<file path="src/rtl/dc_pkg.sv">
package dc_pkg;
  // Vector value of node idx: base + idx*step, truncated to 8 bits by callers.
  function automatic logic [31:0] node_vec(input int base, input int step, input int idx);
    return 32'(base + idx * step);
  endfunction
endpackage

</file>
<file path="src/rtl/dc_node.sv">
module dc_node #(
  parameter int VEC_W = 8,
  parameter logic [VEC_W-1:0] VEC = '0
) (
  input  logic             clk,
  input  logic             rst,
  input  logic             req_i,
  input  logic             pi_i,
  output logic             po_o,
  output logic             pend_o,
  output logic             grant_o,
  output logic [VEC_W-1:0] vec_o
);
  logic pend_q;
  logic gnt_q;
  logic clr;

  assign grant_o = pend_q & pi_i;
  assign po_o    = pi_i & ~pend_q;
  assign pend_o  = pend_q;
  assign vec_o   = grant_o ? VEC : '0;
  // acknowledge fell while this node held it
  assign clr     = gnt_q & ~pi_i;

  always_ff @(posedge clk) begin
    if (rst) begin
      pend_q <= 1'b0;
      gnt_q  <= 1'b0;
    end else begin
      pend_q <= (pend_q & ~clr) | req_i;
      gnt_q  <= grant_o;
    end
  end
endmodule

</file>
<file path="src/rtl/dc_vec_or.sv">
module dc_vec_or #(
  parameter int NODES = 4,
  parameter int VEC_W = 8
) (
  input  logic [NODES*VEC_W-1:0] vec_i,
  output logic [VEC_W-1:0]       vec_o
);
  always_comb begin
    vec_o = '0;
    for (int i = 0; i < NODES; i++) begin
      vec_o = vec_o | vec_i[i*VEC_W +: VEC_W];
    end
  end
endmodule

</file>
<file path="src/rtl/dc_chain.sv">
module dc_chain #(
  parameter int NODES    = 4,
  parameter int VEC_W    = 8,
  parameter int VEC_BASE = 32,
  parameter int VEC_STEP = 8
) (
  input  logic             clk,
  input  logic             rst,
  input  logic [NODES-1:0] req_i,
  input  logic             ack_i,
  output logic             irq_o,
  output logic [VEC_W-1:0] vec_o,
  output logic             vec_vld_o,
  output logic [NODES-1:0] drv_o
);
  localparam int VBUS_W = NODES * VEC_W;

  logic [NODES:0]      prio;
  logic [NODES-1:0]    pend;
  logic [NODES-1:0]    grant;
  logic [VBUS_W-1:0]   vbus;
  logic [VEC_W-1:0]    vsel;

  assign prio[0] = ack_i;

  for (genvar i = 0; i < NODES; i++) begin : g_node
    localparam logic [31:0] VFULL = dc_pkg::node_vec(VEC_BASE, VEC_STEP, i);
    dc_node #(
      .VEC_W (VEC_W),
      .VEC   (VFULL[VEC_W-1:0])
    ) u_node (
      .clk     (clk),
      .rst     (rst),
      .req_i   (req_i[i]),
      .pi_i    (prio[i]),
      .po_o    (prio[i+1]),
      .pend_o  (pend[i]),
      .grant_o (grant[i]),
      .vec_o   (vbus[i*VEC_W +: VEC_W])
    );
  end

  dc_vec_or #(.NODES(NODES), .VEC_W(VEC_W)) u_vor (
    .vec_i (vbus),
    .vec_o (vsel)
  );

  always_ff @(posedge clk) begin
    if (rst) begin
      irq_o     <= 1'b0;
      vec_o     <= '0;
      vec_vld_o <= 1'b0;
      drv_o     <= '0;
    end else begin
      irq_o     <= |pend;
      vec_o     <= vsel;
      vec_vld_o <= |grant;
      drv_o     <= grant;
    end
  end
endmodule

</file>
<file path="config.mk">
export PLATFORM = sky130hd
export DESIGN_NAME = dc_chain
export DESIGN_NICKNAME = d
export VERILOG_FILES = /design/src/rtl/dc_pkg.sv /design/src/rtl/dc_node.sv /design/src/rtl/dc_vec_or.sv /design/src/rtl/dc_chain.sv
export SDC_FILE = /design/constraint.sdc
export NUM_CORES = 1
export LEC_CHECK = 0
export ABC_CLOCK_PERIOD_IN_PS = 1530
export BUFFER_PORTS_ARGS = -buffer_cell sky130_fd_sc_hd__buf_2
export CORE_AREA = 2 2 39 41
export DETAILED_ROUTE_END_ITERATION = 10
export DIE_AREA = 0 0 41 43
export GPL_TIMING_DRIVEN = 0
export PLACE_DENSITY = 0.65
export SETUP_SLACK_MARGIN = 0.02
export SYNTH_ARGS = -nofsm -noshare
export SYNTH_HDL_FRONTEND = slang
export SYNTH_SLANG_ARGS = --single-unit
</file>
<file path="constraint.sdc">
create_clock -name clk -period 1.53 [get_ports clk]
set_clock_uncertainty 0.05 [all_clocks]
set_input_delay 0.153 -clock clk [delete_from_list [all_inputs] [get_ports clk]]
set_output_delay 0.153 -clock clk [all_outputs]
set_load 0.05 [all_outputs]
</file>
# Word level (Yosys, flattened, before mapping)
# Index checks and enable logic that the tools add are counted.
[totals]
reg_bits = 22
latch_bits = 0
ram_bits = 0
rom_bits = 0
input_bits = 7
output_inout_bits = 14
wordCells = 51
mem_count = 0
[classes]
n_addsub = 0
n_mul = 0
div = 0
n_lt_le_gt_ge = 0
eq_ne = 0
shifts = 0
muxes = 4
bitwise_logic = 33
reduce_logical = 2
[ops]
columns = ["operator", "n"]
rows = [
  ["2-to-1 mux 6 bit", 4],
  ["bitwise OR 8 x 6 -> 8 bit", 2],
  ["bitwise AND 1 bit", 15],
  ["NOT 1 bit", 11],
  ["OR reduction 4 bit", 2],
  ["bitwise OR 6 bit", 1],
  ["bitwise OR 1 bit", 4],
]

# Logic depth before layout (Yosys ltp)
[logic_depth]
ltp_word = 9
ltp_mapped = 3
mapped_depth_nobuf = 3

# By module
# Synthesis repeated with hierarchy kept, for this count alone.
[hier_totals]
cells_unflattened = 107
hier_area_um2 = 1082.3
[modules_own_cells]
columns = ["module", "n_inst", "cells_each", "area_each_um2", "seq_area_each_um2"]
rows = [
  ["dc_node", 4, 17, 151.4, 40.0],
  ["dc_chain", 1, 31, 416.6, 280.3],
  ["dc_vec_or", 1, 8, 60.1, 0.0],
]

# Worst setup path before layout
# No wires, ideal clock.
[synth_path]
kind = "register to register"
startpoint = "reg g_node[0].u_node.pend_q"
endpoint = "reg vec_o[3]"
setup_ns = 0.115
arrival_ns = 0.772
t_required_ns = 1.365
setup_slack_ns = 0.592
path_stages_with_launch = 3
n_path_buf = 0
synth_period_minus_slack_ns = 0.938
path_cell_list = "dfxtp_1 and3b_4 a31o_1"
[synth_via]
elab_chain_cells = 7
elab_cells_between_ends = 11
cone_classes = "mux (2); bitwise (9)"
[synth_rtl]
columns = ["item", "line_no", "rtl"]
rows = [
  ["start: declaration", "dc_node.sv:14", "logic pend_q;"],
  ["start signal: assignment", "dc_node.sv:30", "pend_q <= (pend_q & ~clr) | req_i;"],
  ["NOT 1 bit (*)", "dc_node.sv:19", "assign po_o = pi_i & ~pend_q;"],
  ["bitwise AND 1 bit (*)", "dc_node.sv:19", ""],
  ["bitwise AND 1 bit, on equally long branches", "dc_node.sv:18, dc_node.sv:19", ""],
  ["2-to-1 mux 6 bit or bitwise AND 1 bit (tied branches)", "dc_node.sv:21, dc_node.sv:19", ""],
  ["bitwise OR 6 bit or bitwise AND 1 bit (tied branches)", "dc_vec_or.sv:11, dc_node.sv:18", ""],
  ["bitwise OR 8 x 6 -> 8 bit or 2-to-1 mux 6 bit (tied branches)", "dc_vec_or.sv:11, dc_node.sv:21", ""],
  ["bitwise OR 8 x 6 -> 8 bit (*)", "dc_vec_or.sv:11", "vec_o = vec_o | vec_i[i*VEC_W +: VEC_W];"],
  ["end signal: assignment", "dc_chain.sv:56", "vec_o <= vsel;"],
  ["end: declaration", "dc_chain.sv:12", "output logic [VEC_W-1:0] vec_o,"],
]
# Every way passes the cells marked *; elsewhere a longest branch is shown, timed or not.
# A chain may end at the register's enable or synchronous reset.

# Final worst setup path
[layout_path]
startpoint = "reg drv_o[0]"
endpoint = "out drv_o[0]"
[layout_rtl]
columns = ["item", "line_no", "rtl"]
rows = [
  ["start: declaration", "dc_chain.sv:14", "output logic [NODES-1:0] drv_o"],
  ["start signal: assignment", "dc_chain.sv:58", "drv_o <= grant;"],
]
# No word-level cell between the ends.

==> reports/metrics.csv <==
metric,value,unit
synthTopCellsByCount,"dfxtp_1 (13), buf_4 (9), inv_1 (6)",
crit_end,drv_o[0],
grt_max_degree,8,
place_hpwl,568,um
min_path_cells,3,
async_flop_share,0,%
postCtsSetupBuffers,0,
synth_top_flop_cell,dfxtp_1,
synth_most_common_cell,dfxtp_1,
first_iter_violations,6,
drc_errors,0,
cp.required,1.33,ns
via_per_inst,3.96,
maxCapViolations,0,
dpl_cell_area,609,um2
path_cells,"buf_4, buf_2",
final_cell_area,636,um2
cp_num_buf_inv,2,
drive_above_1_share,41.3,%
antenna_found_initial,0,
cts.sinks,13,
ys_seq_area_share,52.1,%
crit_arrival,0.95,ns
crit_start,drv_o[0],
crit_path_max_incr_delay,0.34,ns
reg2reg_depth,2,
drtPass1Iterations,4,
area_growth,27.3,%
finalSetupTns,0,ns
initial_utilization,36.1,%
grt_pass1_vias,316,
dieWidth,41,um
rsz0062_at_grt,no,
path_depth,2,
start_kind,register,
power_density,1110,nW/um2
clk_pin_slew,0.07,ns
cts_buffers,3,
worst_hold_path_type,in2reg,
cts.path.max_buffers,2,
yosysWarnings,0,
cts_root_buffer,clkbuf_4,
hold_viol,0,
fin_nets,83,
worst_setup_path_end_kind,output pin,
antenna_cells,0,
drv_slew,0,
total_power,707,uW
portBuffers,15,
status,"finished, final reports clean",
gp_congestion,0.662,
crit_path_top_delay_cell,dfxtp_1,
htree_levels,1,
drtAntennaViolNets,0,
vias,360,
drt_wl_total,746,um
synthCells,52,
worstSkewPairLatency,0.26,ns
synth_edf_count,0,
max-vdd-ir-drop,0.492,mV
fillers,133,
p_leak,0.339,nW
setup_viol,0,
io_pins,21,
fin_util,45.9,%
fmax,868,MHz
period_needed,1.15,ns
cts_tree,built,
cts_resized,0,
grt_use_total,10.2,%
fin_crit_sh,75.3,%
ff2ff_setup_slack,0.53,ns
core-area,1380,um2
die_area,1760,um2
yosysTopAreaCell,dfxtp_1,
cp_max_fo,2,
holdBufCountCts,0,
ys_seq_elements,13,
synth_area_per_cell,9.60,um2
cp_top_family,flip-flops,
grt.overflow.total,0,
dieHeight,43,um
synth_top_area_share,52.1,%
reg2reg_from,g_node[0].u_node.pend_o,
std_cell_rows,14,
reg2reg_to,vec_o[3],
wire_per_inst,8.20,um
path_class,reg2out,
synth_area_leaders,"dfxtp_1 (52%), buf_4 (14%), inv_1 (4.5%)",
ys_types,17,
grt_pass1_wl,1.19,mm
syn_area,499,um2
tightest hold or removal path, cell delays in order:
cell and delay [ns]:
buf_2 0.07, a21oi_1 0.03, nor2_1 0.06
state kept, by name, summed over array words and instances, names as in the netlist:
register / flops
irq_o: 1
drv_o: 4
g_node.u_node.pend_o: 4
vec_vld_o: 1
vec_o: 3
layer usage:
metal  track usage, %  vias up  wire, um
met5                0        -         0
met4             8.00        0         0
met3             3.14        0        52
met2             14.1       13       348
met1             12.4      150       345
li1                 -      197         -
report_power, final:
part / internal [mW] / switching (mW) / total [mW] / leakage [nW]
Clock: 0.101 / 0.102 / 0.202 / 0.0150
Combinational: 0.0417 / 0.0903 / 0.132 / 0.217
Sequential: 0.358 / 0.0142 / 0.372 / 0.107
Total: 0.500 / 0.206 / 0.707 / 0.339
cells in the final DEF (no fill, tap or decap):
cell type | netlist | routed
nor2b_1 | 3 | 3
buf_4 | 9 | 9
clkbuf_4 | 0 | 3
a21oi_1 | 4 | 4
nand2_1 | 1 | 1
o21ai_0 | 3 | 3
nand2b_1 | 1 | 1
nor3_1 | 1 | 1
and3b_4 | 1 | 1
nor4_2 | 1 | 1
clkbuf_1 | 0 | 1
buf_2 | 0 | 15
nand3_1 | 2 | 2
inv_1 | 6 | 6
a31o_1 | 1 | 1
and2_2 | 1 | 1
conb_1 | 1 | 5
nor2b_4 | 1 | 1
nor2_1 | 3 | 3
dfxtp_1 | 13 | 13
cells by family (layout without fill, tap and decap cells):
family | after synthesis | count (layout) | share of synthesized area, %
flip-flops | 13 | 13 | 52.1
buffers and inverters | 15 | 34 | 18.0
AO/OA/AOI/OAI | 8 | 8 | 8.77
other | 1 | 5 | 0.751
AND/OR/NAND/NOR | 15 | 15 | 20.3
metrics by stage:
stage          setup slack [ns]  hold WS [ns]  instances
2_1_floorplan             0.592         0.172         56
3_3_place_gp              0.530         0.308         87
3_5_place_dp              0.547         0.313         87
4_1_cts                   0.355        0.0281         91
5_1_grt                   0.314        0.0589         91
6_report                  0.377        0.0411         91
worst min path at each step:
stage	from	slack [ns]	end
2_1_floorplan	rst	0.17	g_node[1].u_node.pend_o
3_3_place_gp	req_i[0]	0.31	g_node[0].u_node.pend_o
3_5_place_dp	req_i[0]	0.31	g_node[0].u_node.pend_o
4_1_cts	req_i[0]	0.03	g_node[0].u_node.pend_o
5_1_grt	req_i[0]	0.06	g_node[0].u_node.pend_o
6_report	req_i[0]	0.04	g_node[0].u_node.pend_o
cell type report:
class                   instances  area (um2)  share of cell area [%]
flip-flops and latches         13         260                    40.9
multi-input cells              28         164                    25.8
repair buffers                 15        75.1                    11.8
plain buffers                   9        67.6                    10.6
clock buffers                   4        26.3                    4.13
inverters                       6        22.5                    3.54
well taps                      16        20.0                    3.15
Power figures use the tool's default switching activity.
